## config.mk

```make
export PLATFORM = sky130hd
export DESIGN_NAME = hbir_top
export DESIGN_NICKNAME = d
export VERILOG_FILES = /design/src/rtl/hbir_pkg.sv /design/src/rtl/hbir_regs.sv /design/src/rtl/hbir_bkpt.sv /design/src/rtl/hbir_route.sv /design/src/rtl/hbir_top.sv
export SDC_FILE = /design/constraint.sdc
export NUM_CORES = 1
export LEC_CHECK = 0
export BUFFER_PORTS_ARGS = -buffer_cell sky130_fd_sc_hd__buf_2
export CORE_UTILIZATION = 39
export CTS_CLUSTER_DIAMETER = 50
export DETAILED_ROUTE_END_ITERATION = 12
export PLACE_DENSITY = 0.72
export RECOVER_POWER = 25
export SLEW_MARGIN = 5
export SYNTH_ARGS = -nofsm -noshare
export SYNTH_HDL_FRONTEND = slang
export SYNTH_HIERARCHICAL = 1
export SYNTH_SLANG_ARGS = --single-unit
```

## constraint.sdc

```tcl
create_clock -name clk -period 1 [get_ports clk]
set_input_delay 0 -clock clk [delete_from_list [all_inputs] [get_ports clk]]
set_output_delay 0 -clock clk [all_outputs]
set_load 0.005 [all_outputs]
```

## src/rtl/hbir_pkg.sv

```systemverilog
package hbir_pkg;
  localparam int DW    = 16;
  localparam int NSRC  = 10;

  localparam logic [DW-1:0]   RT_RESET = 16'h1400;
  localparam logic [DW-1:0]   RT_WMASK = 16'hFFDF;
  localparam logic [NSRC-1:0] SOF_SET  = 10'b00_0000_1100;

  typedef enum logic { SEL_BKPT = 1'b0, SEL_ROUTE = 1'b1 } wsel_e;

  function automatic int host_pos(input int idx);
    case (idx)
      0: return 15;
      1: return 14;
      2: return 13;
      3: return 11;
      4: return 9;
      5: return 2;
      6: return 7;
      7: return 6;
      8: return 4;
      9: return 3;
      default: return 0;
    endcase
  endfunction

  function automatic int cpu_pos(input int idx);
    case (idx)
      2: return 12;
      3: return 10;
      default: return 0;
    endcase
  endfunction
endpackage

```

## src/rtl/hbir_regs.sv

```systemverilog
module hbir_regs
  import hbir_pkg::*;
#(
  parameter int              W        = DW,
  parameter int              NREQ     = 2,
  parameter logic [NREQ-1:0] WR_ALLOW = 2'b01
) (
  input  logic                clk,
  input  logic                rst_n,
  input  logic [NREQ-1:0]     req_sel,
  input  logic [NREQ-1:0]     req_wr,
  input  logic [NREQ*W-1:0]   req_wdata,
  output logic [NREQ*W-1:0]   req_rdata,
  output logic [W-1:0]        bp_q,
  output logic [W-1:0]        rt_q,
  output logic                bp_clr
);
  logic [W-1:0] bp_d, rt_d;
  logic         wr_en;

  always_comb begin
    bp_d   = bp_q;
    rt_d   = rt_q;
    bp_clr = 1'b0;
    wr_en  = 1'b0;
    for (int r = 0; r < NREQ; r++) begin
      if (WR_ALLOW[r] && req_wr[r] && !wr_en) begin
        wr_en = 1'b1;
        if (req_sel[r] == SEL_ROUTE) begin
          rt_d = req_wdata[r*W +: W] & RT_WMASK[W-1:0];
        end else begin
          bp_d   = req_wdata[r*W +: W];
          bp_clr = (req_wdata[r*W +: W] == '0);
        end
      end
    end
  end

  always_ff @(posedge clk or negedge rst_n) begin
    if (!rst_n) begin
      bp_q <= '0;
      rt_q <= RT_RESET[W-1:0];
    end else if (wr_en) begin
      bp_q <= bp_d;
      rt_q <= rt_d;
    end
  end

  for (genvar r = 0; r < NREQ; r++) begin : g_rd
    assign req_rdata[r*W +: W] = req_sel[r] ? rt_q : bp_q;
  end

  AST_WORDS_NEED_HOST: assert property (@(posedge clk) disable iff (!rst_n)
    !(|(req_wr & WR_ALLOW)) |=> ($stable(bp_q) && $stable(rt_q)));
  AST_RSVD_ZERO: assert property (@(posedge clk) disable iff (!rst_n)
    rt_q[5] == 1'b0);
endmodule

```

## src/rtl/hbir_bkpt.sv

```systemverilog
module hbir_bkpt
  import hbir_pkg::*;
#(
  parameter int W = DW
) (
  input  logic         clk,
  input  logic         rst_n,
  input  logic [W-1:0] pc,
  input  logic [W-1:0] addr,
  input  logic         clr,
  output logic         flag
);
  logic hit, flag_d;

  always_comb begin
    hit    = (addr != '0) && (pc == addr);
    flag_d = flag;
    if (clr)      flag_d = 1'b0;
    else if (hit) flag_d = 1'b1;
  end

  always_ff @(posedge clk or negedge rst_n) begin
    if (!rst_n) flag <= 1'b0;
    else        flag <= flag_d;
  end

  AST_BKPT_SET: assert property (@(posedge clk) disable iff (!rst_n)
    (addr != '0 && pc == addr && !clr) |=> flag);
  AST_BKPT_UNARMED: assert property (@(posedge clk) disable iff (!rst_n)
    (addr == '0 && !flag) |=> !flag);
  AST_BKPT_HOLD: assert property (@(posedge clk) disable iff (!rst_n)
    (flag && !clr) |=> flag);
  AST_BKPT_CLEAR: assert property (@(posedge clk) disable iff (!rst_n)
    clr |=> !flag);
endmodule

```

## src/rtl/hbir_route.sv

```systemverilog
module hbir_route
  import hbir_pkg::*;
#(
  parameter int W = DW,
  parameter int N = NSRC
) (
  input  logic         clk,
  input  logic         rst_n,
  input  logic [W-1:0] rt,
  input  logic [N-1:0] evt,
  input  logic [N-1:0] en,
  output logic [N-1:0] host_stat,
  output logic [N-1:0] cpu_irq,
  output logic         host_irq
);
  logic [N-1:0] live;
  assign live = evt & en;

  for (genvar i = 0; i < N; i++) begin : g_src
    localparam int HP = host_pos(i);
    localparam int CP = cpu_pos(i);
    assign host_stat[i] = live[i] & rt[HP];
    if (SOF_SET[i]) begin : g_sof
      assign cpu_irq[i] = live[i] & rt[CP];
    end else begin : g_plain
      assign cpu_irq[i] = live[i] & ~rt[HP];
    end
  end

  assign host_irq = |host_stat;

  AST_HOST_HAS_SOURCE: assert property (@(posedge clk) disable iff (!rst_n)
    host_irq |-> |(evt & en));
  AST_PLAIN_ONE_DEST: assert property (@(posedge clk) disable iff (!rst_n)
    (host_stat & cpu_irq & ~SOF_SET[N-1:0]) == '0);
  AST_DISABLED_SILENT: assert property (@(posedge clk) disable iff (!rst_n)
    ((host_stat | cpu_irq) & ~en) == '0);
endmodule

```

## src/rtl/hbir_top.sv

```systemverilog
module hbir_top
  import hbir_pkg::*;
(
  input  logic            clk,
  input  logic            rst_n,
  input  logic            hst_sel,
  input  logic            hst_wr,
  input  logic [DW-1:0]   hst_wdata,
  output logic [DW-1:0]   hst_rdata,
  input  logic            cpu_sel,
  input  logic            cpu_wr,
  input  logic [DW-1:0]   cpu_wdata,
  output logic [DW-1:0]   cpu_rdata,
  input  logic [DW-1:0]   cpu_pc,
  input  logic [NSRC-1:0] src_evt,
  input  logic [NSRC-1:0] src_en,
  output logic            host_irq,
  output logic [NSRC-1:0] host_stat,
  output logic [NSRC-1:0] cpu_irq,
  output logic            bkpt_irq
);
  logic [1:0]      rst_sync;
  logic            rst_core_n;
  logic [DW-1:0]   bp_q, rt_q;
  logic            bp_clr;
  logic [2*DW-1:0] rdata;

  always_ff @(posedge clk or negedge rst_n) begin
    if (!rst_n) rst_sync <= 2'b00;
    else        rst_sync <= {rst_sync[0], 1'b1};
  end
  assign rst_core_n = rst_sync[1];

  hbir_regs #(.W(DW), .NREQ(2), .WR_ALLOW(2'b01)) u_regs (
    .clk       (clk),
    .rst_n     (rst_core_n),
    .req_sel   ({cpu_sel, hst_sel}),
    .req_wr    ({cpu_wr, hst_wr}),
    .req_wdata ({cpu_wdata, hst_wdata}),
    .req_rdata (rdata),
    .bp_q      (bp_q),
    .rt_q      (rt_q),
    .bp_clr    (bp_clr)
  );
  assign hst_rdata = rdata[DW-1:0];
  assign cpu_rdata = rdata[2*DW-1:DW];

  hbir_bkpt #(.W(DW)) u_bkpt (
    .clk   (clk),
    .rst_n (rst_core_n),
    .pc    (cpu_pc),
    .addr  (bp_q),
    .clr   (bp_clr),
    .flag  (bkpt_irq)
  );

  hbir_route #(.W(DW), .N(NSRC)) u_route (
    .clk       (clk),
    .rst_n     (rst_core_n),
    .rt        (rt_q),
    .evt       (src_evt),
    .en        (src_en),
    .host_stat (host_stat),
    .cpu_irq   (cpu_irq),
    .host_irq  (host_irq)
  );
endmodule

```

; Word level (Yosys, flattened, before mapping)
; Cells that the tools add are included.
[op_classes]
addsub = 0
n_mul = 0
n_div = 0
magnitude_cmp = 0
eq_ne = 1
shifts = 0
muxes = 7
bitwise_logic = 30
n_reduce_logical = 7
[op_table]
columns = op, count
row1 = 2-to-1 mux 16 bit, 2
row2 = AND 1 bit, 20
row3 = == test 16 bit, 1
row4 = zero test 16 bit, 1
row5 = nonzero test 16 bit, 1
row6 = AND 10 bit, 1
row7 = OR reduction 10 bit, 1
row8 = NOT 1 bit, 9
row9 = AND reduction 3 bit, 2
row10 = 2-to-1 mux 1 bit, 5
row11 = nonzero test 2 bit, 1
row12 = logical AND 1 bit, 1
[totals]
register_bits = 34
latch_bits = 0
ramBits = 0
mem_bits_ro = 0
in_bits = 74
output_inout_bits = 54
word_cells = 49
n_memories = 0

; Depth between registers and ports, before layout
; Gate-level depths: netlist of the first run.
[depth]
depth_word = 4
depth_mapped = 9
mapped_depth_nobuf = 6

; Cells and area by module
; Netlist of the first run, hierarchy kept.
[by_module_without_submodules]
columns = module, n_inst, cells_per_inst, area_per_inst_um2, seq_area_each_um2
row1 = hbir_regs, 1, 112, 1639.1, 778.2
row2 = hbir_bkpt, 1, 30, 266.5, 25.0
row3 = hbir_route, 1, 32, 183.9, 0.0
row4 = hbir_top, 1, 3, 53.8, 50.0

; Worst setup path before layout of the first run
; OpenSTA, ideal clock, no wires.
[synth_timing]
path_kind = register to register
start = reg u_regs.bp_q[8]
end = reg u_bkpt.flag
setup_ns = 0.080
arrival_ns = 1.022
t_required_ns = 0.920
slack_ns = -0.102
stages_incl_launch_ff = 5
path_buffers = 0
synth_period_minus_slack_ns = 1.102
cell_sequence = dfrtp_1 xor2_1 nor4_2 nand4_1 o22ai_2
[synth_via]
elab_chain_len = 3
elab_cells_between_ends = 4
cone_classes = eq/ne (1) / reduce/logical (3)
[synth_rtl]
columns = element, line_no
row1 = from (decl), hbir_regs.sv:14  ; output logic [W-1:0] bp_q,
row2 = from (signal assigned), hbir_regs.sv:44  ; bp_q <= bp_d;
row3 = == test 16 bit or nonzero test 16 bit (tied branches), hbir_bkpt.sv:16  ; hit = (addr != '0) && (pc == addr);
row4 = logical AND 1 bit *, hbir_bkpt.sv:16
row5 = nonzero test 2 bit (no source line) *, --
row6 = to (signal assigned), hbir_bkpt.sv:24  ; else flag <= flag_d;
row7 = to (decl), hbir_bkpt.sv:11  ; output logic flag
; Every way passes the cells marked *; elsewhere a longest branch is shown, timed or not.
; A chain may end at the register's enable or synchronous reset.

; Worst setup path after layout of the first run
[layout_timing]
start = reg u_regs.rt_q[2]
end = out host_irq
[layout_via]
elab_chain_len = 2
[layout_rtl]
columns = element, line_no
row1 = from (decl), hbir_regs.sv:15  ; output logic [W-1:0] rt_q,
row2 = from (signal assigned), hbir_regs.sv:42  ; rt_q <= RT_RESET[W-1:0];
row3 = from (signal assigned), hbir_regs.sv:45  ; rt_q <= rt_d;
row4 = AND 1 bit, hbir_route.sv:22  ; assign host_stat[i] = live[i] & rt[HP];
row5 = OR reduction 10 bit, hbir_route.sv:30  ; assign host_irq = |host_stat;
row6 = to (decl), hbir_top.sv:17  ; output logic host_irq,
; Every way passes these cells.

==> results of run 1 <==
[state kept, by name, indices dropped and copies added, names as in the netlist]
| register | cells |
|---|---|
| u_regs/rt_q | 15 |
| u_regs/bp_q | 16 |
| u_bkpt/flag | 1 |
| rst_sync | 2 |
[power groups by stage]
stage / Combinational, mW / Sequential, mW / Clock, mW
5_1_grt: 2.31 / 1.79 / 1.31
4_1_cts: 1.84 / 1.75 / 1.25
3_3_place_gp: 1.53 / 1.76 / 0
2_1_floorplan: 0.752 / 1.78 / 0
3_5_place_dp: 1.57 / 1.77 / 0
6_report: 2.16 / 1.77 / 1.25
[layer usage]
layer | global-route usage | vias up | wire (um)
met5 | 0 | - | 0
met4 | 0.06154 | 0 | 102
met3 | 0.04578 | 11 | 411
met2 | 0.4000 | 74 | 3480
met1 | 0.2947 | 994 | 2737
li1 | - | 973 | -
[worst paths after layout]
path / startpoint / end / cells after the start
max: u_regs/rt_q[2]$_DFFE_PN0P_ / host_irq / 5
min: rst_n / rst_sync[0]$_DFF_PN0_ / 2
max reg2reg: u_regs/bp_q[12]$_DFFE_PN0P_ / u_bkpt/flag$_DFFE_PN0P_ / 5
min reg2reg: rst_sync[1]$_DFF_PN0_ / u_regs/bp_q[12]$_DFFE_PN0P_ / 1
max in group asynchronous: rst_sync[1]$_DFF_PN0_ / u_regs/rt_q[10]$_DFFE_PN1P_ / 1
min in group clk: hst_wdata[2] / u_regs/rt_q[2]$_DFFE_PN0P_ / 2
[layout make-up]
cell class,instances,area [um^2],area share
Clock buffer,5,68.82,0.01864
Clock inverter,3,40.04,0.01085
Inverter,1,3.754,0.001017
Multi-Input combinational cell,133,1373,0.3719
Sequential cell,34,855.8,0.2319
Tap cell,70,87.58,0.02373
Timing Repair Buffer,169,1262,0.3420
[cells in the final DEF (no fill, tap or decap), types with 2 or more instances in the layout]
master and count:
sky130_fd_sc_hd__nand4_1 3, sky130_fd_sc_hd__nand2_1 9, sky130_fd_sc_hd__nor4_1 6, sky130_fd_sc_hd__dlygate4sd3_1 12, sky130_fd_sc_hd__dfstp_2 2, sky130_fd_sc_hd__clkbuf_8 5
sky130_fd_sc_hd__nor4_2 6, sky130_fd_sc_hd__and3_1 2, sky130_fd_sc_hd__xor2_1 13, sky130_fd_sc_hd__nor2_1 6, sky130_fd_sc_hd__dfrtp_1 30, sky130_fd_sc_hd__xnor2_1 3
sky130_fd_sc_hd__nor2_4 4, sky130_fd_sc_hd__buf_12 2, sky130_fd_sc_hd__mux2_2 38, sky130_fd_sc_hd__buf_4 20, sky130_fd_sc_hd__and3_4 10, sky130_fd_sc_hd__mux2_4 23
sky130_fd_sc_hd__buf_6 44, sky130_fd_sc_hd__dfrtp_2 2, sky130_fd_sc_hd__nor2b_4 2, sky130_fd_sc_hd__buf_2 89, sky130_fd_sc_hd__clkinv_2 2
[through the flow]
| stage | setup slack [ns] | utilization | TNS (ns) |
|---|---|---|---|
| after CTS | -0.4597 | 0.6659 | -7.397 |
| after floorplan | -0.08598 | - | -0.08598 |
| final | -0.4149 | 0.7136 | -7.666 |
| after detailed placement | -0.1987 | 0.5830 | -0.3852 |
| after global placement | -0.1738 | 0.5830 | -0.3184 |
| after global routing | -0.4817 | 0.7136 | -9.152 |
[what timing repair did]
item | CTS | global route
endpoints found under the hold margin | 19 | 0
gates resized for setup | 32 | 53
pin swaps | 9 | 11
hold buffers | 12 | 0
setup endpoints to repair | 49 | 51
setup buffers | 10 | 5
==> impl_metrics.xml, run 1 <==
<?xml version="1.0" encoding="UTF-8"?>
<metrics>
  <group name="yosys">
    <metric name="synth.net_count" unit="">249</metric>
    <metric name="number_of_warnings_printed_during_yosys_synthesis" unit="">6</metric>
    <metric name="post_synth_inst_count" unit="">175</metric>
    <metric name="mappedNetlistArea" unit="um^2">2132</metric>
    <metric name="avgSynthCellArea" unit="um^2">12.18</metric>
  </group>
  <group name="sta">
    <metric name="hold_violations" unit="">0</metric>
    <metric name="worst_slack" unit="ns">-0.4149</metric>
    <metric name="setup_viol_count_final" unit="">40</metric>
    <metric name="worst_hold_slack" unit="ns">0.01743</metric>
    <metric name="min_period_over_period" unit="">1.415</metric>
    <metric name="crit_path_time_final" unit="ns">1.415</metric>
    <metric name="rsz0062_at_grt" unit="">yes</metric>
    <metric name="final-max-slew-violation-count" unit="">0</metric>
    <metric name="fmax" unit="GHz">0.7068</metric>
    <metric name="fin_skew" unit="ns">0.006743</metric>
  </group>
  <group name="drt">
    <metric name="initialDrtViolationCount" unit="">99</metric>
    <metric name="via_count" unit="">2052</metric>
    <metric name="drt_first_pass_iters" unit="">4</metric>
    <metric name="drc" unit="">0</metric>
    <metric name="routed_wire_length_per_instance" unit="um">16.22</metric>
    <metric name="drt_wl_total" unit="um">6731</metric>
    <metric name="avgViaCountPerCell" unit="">4.945</metric>
    <metric name="drt.antenna.violating_nets" unit="">0</metric>
  </group>
  <group name="power_and_ir_drop">
    <metric name="power.leakage" unit="nW">1.808</metric>
    <metric name="power_density" unit="nW/um^2">1400</metric>
    <metric name="p_clk_frac" unit="">0.241</metric>
    <metric name="combinational_power_share" unit="">0.417</metric>
    <metric name="p_int" unit="mW">3.694</metric>
    <metric name="p_sw_frac" unit="">0.2852</metric>
    <metric name="ir_worst_vdd" unit="uV">920.8</metric>
    <metric name="sequential_share_of_power" unit="">0.342</metric>
    <metric name="p_switching" unit="mW">1.474</metric>
    <metric name="post-layout-total-power" unit="mW">5.167</metric>
  </group>
  <group name="placement">
    <metric name="io_buffers" unit="">110</metric>
    <metric name="placed_cells" unit="">384</metric>
    <metric name="dpl.hpwl" unit="um">4622</metric>
    <metric name="postPlaceCellArea" unit="um^2">3015</metric>
    <metric name="gp_congestion" unit="">0.8758</metric>
  </group>
  <group name="layout">
    <metric name="final-instance-count-excl-fill" unit="">415</metric>
    <metric name="layout.cell_area.non_filler" unit="um^2">3691</metric>
    <metric name="layout-drive-gt1-share" unit="">0.7449</metric>
    <metric name="fill_cells" unit="">377</metric>
    <metric name="final_nets" unit="">418</metric>
    <metric name="antenna_cells_inserted" unit="">0</metric>
    <metric name="area_growth" unit="%">73.12</metric>
  </group>
  <group name="critical_path">
    <metric name="worstPathRequired" unit="ns">1.00</metric>
    <metric name="slowest_delay" unit="ns">0.39</metric>
    <metric name="cp.buffers_inverters" unit="">2</metric>
    <metric name="crit_chain" unit="">and3_4 &gt; nor4_4 &gt; buf_4 &gt; nand3_2 &gt; buf_2</metric>
    <metric name="reg2reg_slack" unit="ns">-0.26</metric>
    <metric name="critPathCaptureType" unit="">primary output</metric>
    <metric name="critical_path.startpoint_type" unit="">register</metric>
    <metric name="worst-setup-path-type" unit="">reg -&gt; out</metric>
    <metric name="critical_path.slowest_cell" unit="">sky130_fd_sc_hd__dfrtp_1</metric>
    <metric name="critPathArrivalTime" unit="ns">1.41</metric>
    <metric name="path_max_fanout" unit="">2</metric>
    <metric name="cpLargestDelayFamily" unit="">simple AND/OR/NAND/NOR gates</metric>
  </group>
  <group name="status">
    <metric name="outcome" unit="">complete, but fails checks</metric>
    <metric name="failing_checks" unit="">setup timing</metric>
  </group>
  <group name="global_routing">
    <metric name="first_pass_grt_wire_length" unit="um">10470</metric>
    <metric name="antenna_found_initial" unit="">0</metric>
    <metric name="grt_start_max_net_pins" unit="">33</metric>
    <metric name="grt_usage" unit="">0.2314</metric>
    <metric name="grt_remaining_overflow" unit="">0</metric>
    <metric name="via_count_of_the_first_global_routing_pass" unit="">2140</metric>
  </group>
  <group name="clock_network">
    <metric name="clk_path_buf_depth" unit="">2</metric>
    <metric name="latest_clock_arrival_within_the_worst_skew_pair" unit="ns">0.29</metric>
    <metric name="cts_max_level" unit="">2</metric>
    <metric name="clkSinkCount" unit="">34</metric>
    <metric name="clock_tree_from_tritoncts" unit="">yes</metric>
    <metric name="clock-root-buffer" unit="">sky130_fd_sc_hd__clkbuf_8</metric>
    <metric name="cts.clk_slew.worst_paths" unit="ns">0.07</metric>
    <metric name="numCtsBuffers" unit="">5</metric>
  </group>
  <group name="floorplan">
    <metric name="fp.dieArea" unit="um^2">5766</metric>
    <metric name="initial_core_util" unit="">0.4122</metric>
    <metric name="dieHeight" unit="um">75.94</metric>
    <metric name="floorplan.rows" unit="">26</metric>
    <metric name="ios" unit="">128</metric>
    <metric name="die_w" unit="um">75.94</metric>
    <metric name="core" unit="um^2">5172</metric>
  </group>
  <group name="job">
    <metric name="max_cap_viol_count" unit="">0</metric>
  </group>
  <group name="worst_hold_path">
    <metric name="holdCritPathClass" unit="">in -&gt; async</metric>
  </group>
</metrics>
Note: power is estimated with default switching activity, not from simulation.
==> inputs of run 2 (changes only) <==
--- a/config.mk
+++ b/config.mk
@@ -9,7 +9,7 @@
 export CORE_UTILIZATION = 39
 export CTS_CLUSTER_DIAMETER = 50
 export DETAILED_ROUTE_END_ITERATION = 12
-export PLACE_DENSITY = 0.72
+export PLACE_DENSITY = 0.73
 export RECOVER_POWER = 25
 export SLEW_MARGIN = 5
 export SYNTH_ARGS = -nofsm -noshare
==> run 2 against run 1 <==
Net effect:
- the flow still finishes with violations (setup timing)
- highest routed layer unchanged
- cell area increased by 3.4%
- clock power decreased by 21%
- sequential share of layout area decreased by 0.70 points
- register-to-register slack got worse by 0.10 ns
- final cell count increased by 4.1%
- wire length increased by 6.5%
- largest power group unchanged
- critical path type unchanged
- combinational power increased by 5%
- worst hold slack got worse by 0.010 ns
- non-clock buffer count increased by 17
==> impl_metrics.xml, run 2 (synthesis results as in run 1) <==
<?xml version="1.0" encoding="UTF-8"?>
<metrics>
  <group name="layout">
    <metric name="layout-drive-gt1-share" unit="">0.7707</metric>
    <metric name="area_growth" unit="%">79.05</metric>
    <metric name="utilization" unit="">0.7380</metric>
    <metric name="mostFrequentLayoutCell" unit="">sky130_fd_sc_hd__buf_2</metric>
    <metric name="fill_cells" unit="">355</metric>
    <metric name="antenna_cells_inserted" unit="">0</metric>
    <metric name="layout.cell_area.non_filler" unit="um^2">3817</metric>
    <metric name="largest-register" unit="">u_regs/bp_q</metric>
    <metric name="final_nets" unit="">435</metric>
    <metric name="reg.largest.list" unit="">u_regs/bp_q: 16 flops, u_regs/rt_q: 15 flops, rst_sync: 2 flops</metric>
    <metric name="layout_common_cells" unit="">93 x sky130_fd_sc_hd__buf_2, 52 x sky130_fd_sc_hd__buf_6, 41 x sky130_fd_sc_hd__mux2_2</metric>
    <metric name="largest_reg_flops" unit="">16</metric>
  </group>
  <group name="drt">
    <metric name="via_count" unit="">2138</metric>
    <metric name="drt.antenna.violating_nets" unit="">0</metric>
    <metric name="drc" unit="">0</metric>
    <metric name="drt_wl_total" unit="um">7168</metric>
    <metric name="avgViaCountPerCell" unit="">4.949</metric>
    <metric name="initialDrtViolationCount" unit="">75</metric>
    <metric name="routed_wire_length_per_instance" unit="um">16.59</metric>
    <metric name="drt_first_pass_iters" unit="">5</metric>
  </group>
  <group name="floorplan">
    <metric name="core" unit="um^2">5172</metric>
    <metric name="die_w" unit="um">75.94</metric>
    <metric name="dieHeight" unit="um">75.94</metric>
    <metric name="fp.dieArea" unit="um^2">5766</metric>
    <metric name="ios" unit="">128</metric>
    <metric name="floorplan.rows" unit="">26</metric>
    <metric name="initial_core_util" unit="">0.4122</metric>
  </group>
  <group name="power_and_ir_drop">
    <metric name="ir_worst_vdd" unit="uV">917.0</metric>
    <metric name="power_density" unit="nW/um^2">1318</metric>
    <metric name="post-layout-total-power" unit="mW">5.031</metric>
    <metric name="power.leakage" unit="nW">1.863</metric>
  </group>
  <group name="sta">
    <metric name="min_period_over_period" unit="">1.481</metric>
    <metric name="fin_skew" unit="ns">0.01161</metric>
    <metric name="final-max-slew-violation-count" unit="">0</metric>
    <metric name="fmax" unit="GHz">0.6751</metric>
    <metric name="rsz0062_at_grt" unit="">yes</metric>
    <metric name="hold_violations" unit="">0</metric>
    <metric name="worst_slack" unit="ns">-0.4812</metric>
    <metric name="setup_viol_count_final" unit="">50</metric>
    <metric name="crit_path_time_final" unit="ns">1.481</metric>
  </group>
  <group name="global_routing">
    <metric name="grt_remaining_overflow" unit="">0</metric>
    <metric name="antenna_found_initial" unit="">0</metric>
    <metric name="grt_usage" unit="">0.2363</metric>
    <metric name="via_count_of_the_first_global_routing_pass" unit="">2212</metric>
    <metric name="first_pass_grt_wire_length" unit="um">10610</metric>
    <metric name="grt_start_max_net_pins" unit="">17</metric>
  </group>
  <group name="critical_path">
    <metric name="path_max_fanout" unit="">2</metric>
    <metric name="critPathCaptureType" unit="">primary output</metric>
    <metric name="slowest_delay" unit="ns">0.39</metric>
    <metric name="crit_chain" unit="">and3_4 &gt; nor4_4 &gt; buf_4 &gt; nand3_2 &gt; buf_2</metric>
    <metric name="critical_path.slowest_cell" unit="">sky130_fd_sc_hd__dfrtp_1</metric>
    <metric name="worstPathRequired" unit="ns">1.00</metric>
    <metric name="worst-setup-path-type" unit="">reg -&gt; out</metric>
    <metric name="critical_path.startpoint_type" unit="">register</metric>
    <metric name="critPathArrivalTime" unit="ns">1.48</metric>
  </group>
  <group name="placement">
    <metric name="gp_congestion" unit="">0.8707</metric>
    <metric name="dpl.hpwl" unit="um">4724</metric>
    <metric name="io_buffers" unit="">110</metric>
    <metric name="postPlaceCellArea" unit="um^2">3083</metric>
  </group>
  <group name="clock_network">
    <metric name="clock-root-buffer" unit="">sky130_fd_sc_hd__clkbuf_8</metric>
    <metric name="latest_clock_arrival_within_the_worst_skew_pair" unit="ns">0.29</metric>
    <metric name="clock_tree_from_tritoncts" unit="">yes</metric>
    <metric name="numCtsBuffers" unit="">5</metric>
    <metric name="cts.clk_slew.worst_paths" unit="ns">0.06</metric>
    <metric name="cts_max_level" unit="">2</metric>
    <metric name="clkSinkCount" unit="">34</metric>
    <metric name="clk_path_buf_depth" unit="">2</metric>
  </group>
  <group name="status">
    <metric name="failing_checks" unit="">setup timing</metric>
    <metric name="outcome" unit="">complete, but fails checks</metric>
  </group>
  <group name="worst_hold_path">
    <metric name="holdCritPathClass" unit="">in -&gt; reg</metric>
  </group>
  <group name="job">
    <metric name="max_cap_viol_count" unit="">0</metric>
  </group>
</metrics>
## run 2: changes by cell type in the layout (fill, tap and decap cells not counted), moves of 3 or more
cell                     change
sky130_fd_sc_hd__buf_2       +4
sky130_fd_sc_hd__buf_4       +7
sky130_fd_sc_hd__mux2_2      +3
sky130_fd_sc_hd__buf_6       +8
sky130_fd_sc_hd__mux2_4      -3
## run 2: path summary, 6_finish.rpt
check,slack (ns),start,to,cells after the start
max,-0.48,u_regs/rt_q[13]$_DFFE_PN0P_,host_irq,5
min,0.007,hst_wdata[2],u_regs/rt_q[2]$_DFFE_PN0P_,2
max reg2reg,-0.36,u_regs/bp_q[6]$_DFFE_PN0P_,u_bkpt/flag$_DFFE_PN0P_,6
min reg2reg,0.15,rst_sync[1]$_DFF_PN0_,u_regs/bp_q[13]$_DFFE_PN0P_,0
max in group asynchronous,0.44,rst_sync[1]$_DFF_PN0_,u_regs/bp_q[4]$_DFFE_PN0P_,1
min in group asynchronous,0.03,rst_n,rst_sync[0]$_DFF_PN0_,2
## run 2: per-layer routing
metal / up-vias / GRT usage / routed length (um)
met1: 1051 / 0.2745 / 2995
li1: 1009 / - / -
met2: 65 / 0.4355 / 3783
met3: 13 / 0.03855 / 277
met4: 0 / 0.08462 / 112
met5: - / 0 / 0
## run 2: worst max-delay path: cells and delay by family (launching register included)
kind	cells	cell delay (ns)
buffers and inverters	2	0.29
and+or+nand+nor	3	0.52
DFF	1	0.39
## run 2: cell type report
cell class              instances  area [um^2]  share of cell area
clock buffers                   6        72.57             0.01901
repair buffers                186         1418              0.3714
well taps                      70        87.58             0.02294
inverters                       1        3.754           0.0009833
clock inverters                 2        10.01            0.002622
flip-flops and latches         34        858.3              0.2248
multi-input cells             133         1368              0.3582
## run 2: power by group
| group | leakage [nW] | switching (mW) | internal, mW |
|---|---|---|---|
| clock network | 0.0450 | 0.501 | 0.482 |
| registers | 0.389 | 0.202 | 1.58 |
| logic | 1.43 | 0.803 | 1.46 |
## run 2: timing repair
item / 4_1_cts / 5_1_grt
setup buffers: 17 / 10
hold buffers: 9 / 1
gates resized for setup: 45 / 50
endpoints found under the hold margin: 16 / 1
pin swaps: 13 / 8
setup endpoints to repair: 50 / 59
## run 2: stage by stage
stage / TNS (ns) / hold WS [ns] / instances / setup slack [ns]
after floorplan: -0.08598 / -0.2956 / 175 / -0.08598
after global placement: -0.3465 / -0.2128 / 393 / -0.2051
after detailed placement: -0.4129 / -0.2137 / 393 / -0.2340
after CTS: -8.084 / 0.005374 / 426 / -0.4664
after global routing: -10.96 / 0.009699 / 432 / -0.4929
final: -9.008 / 0.007297 / 432 / -0.4812
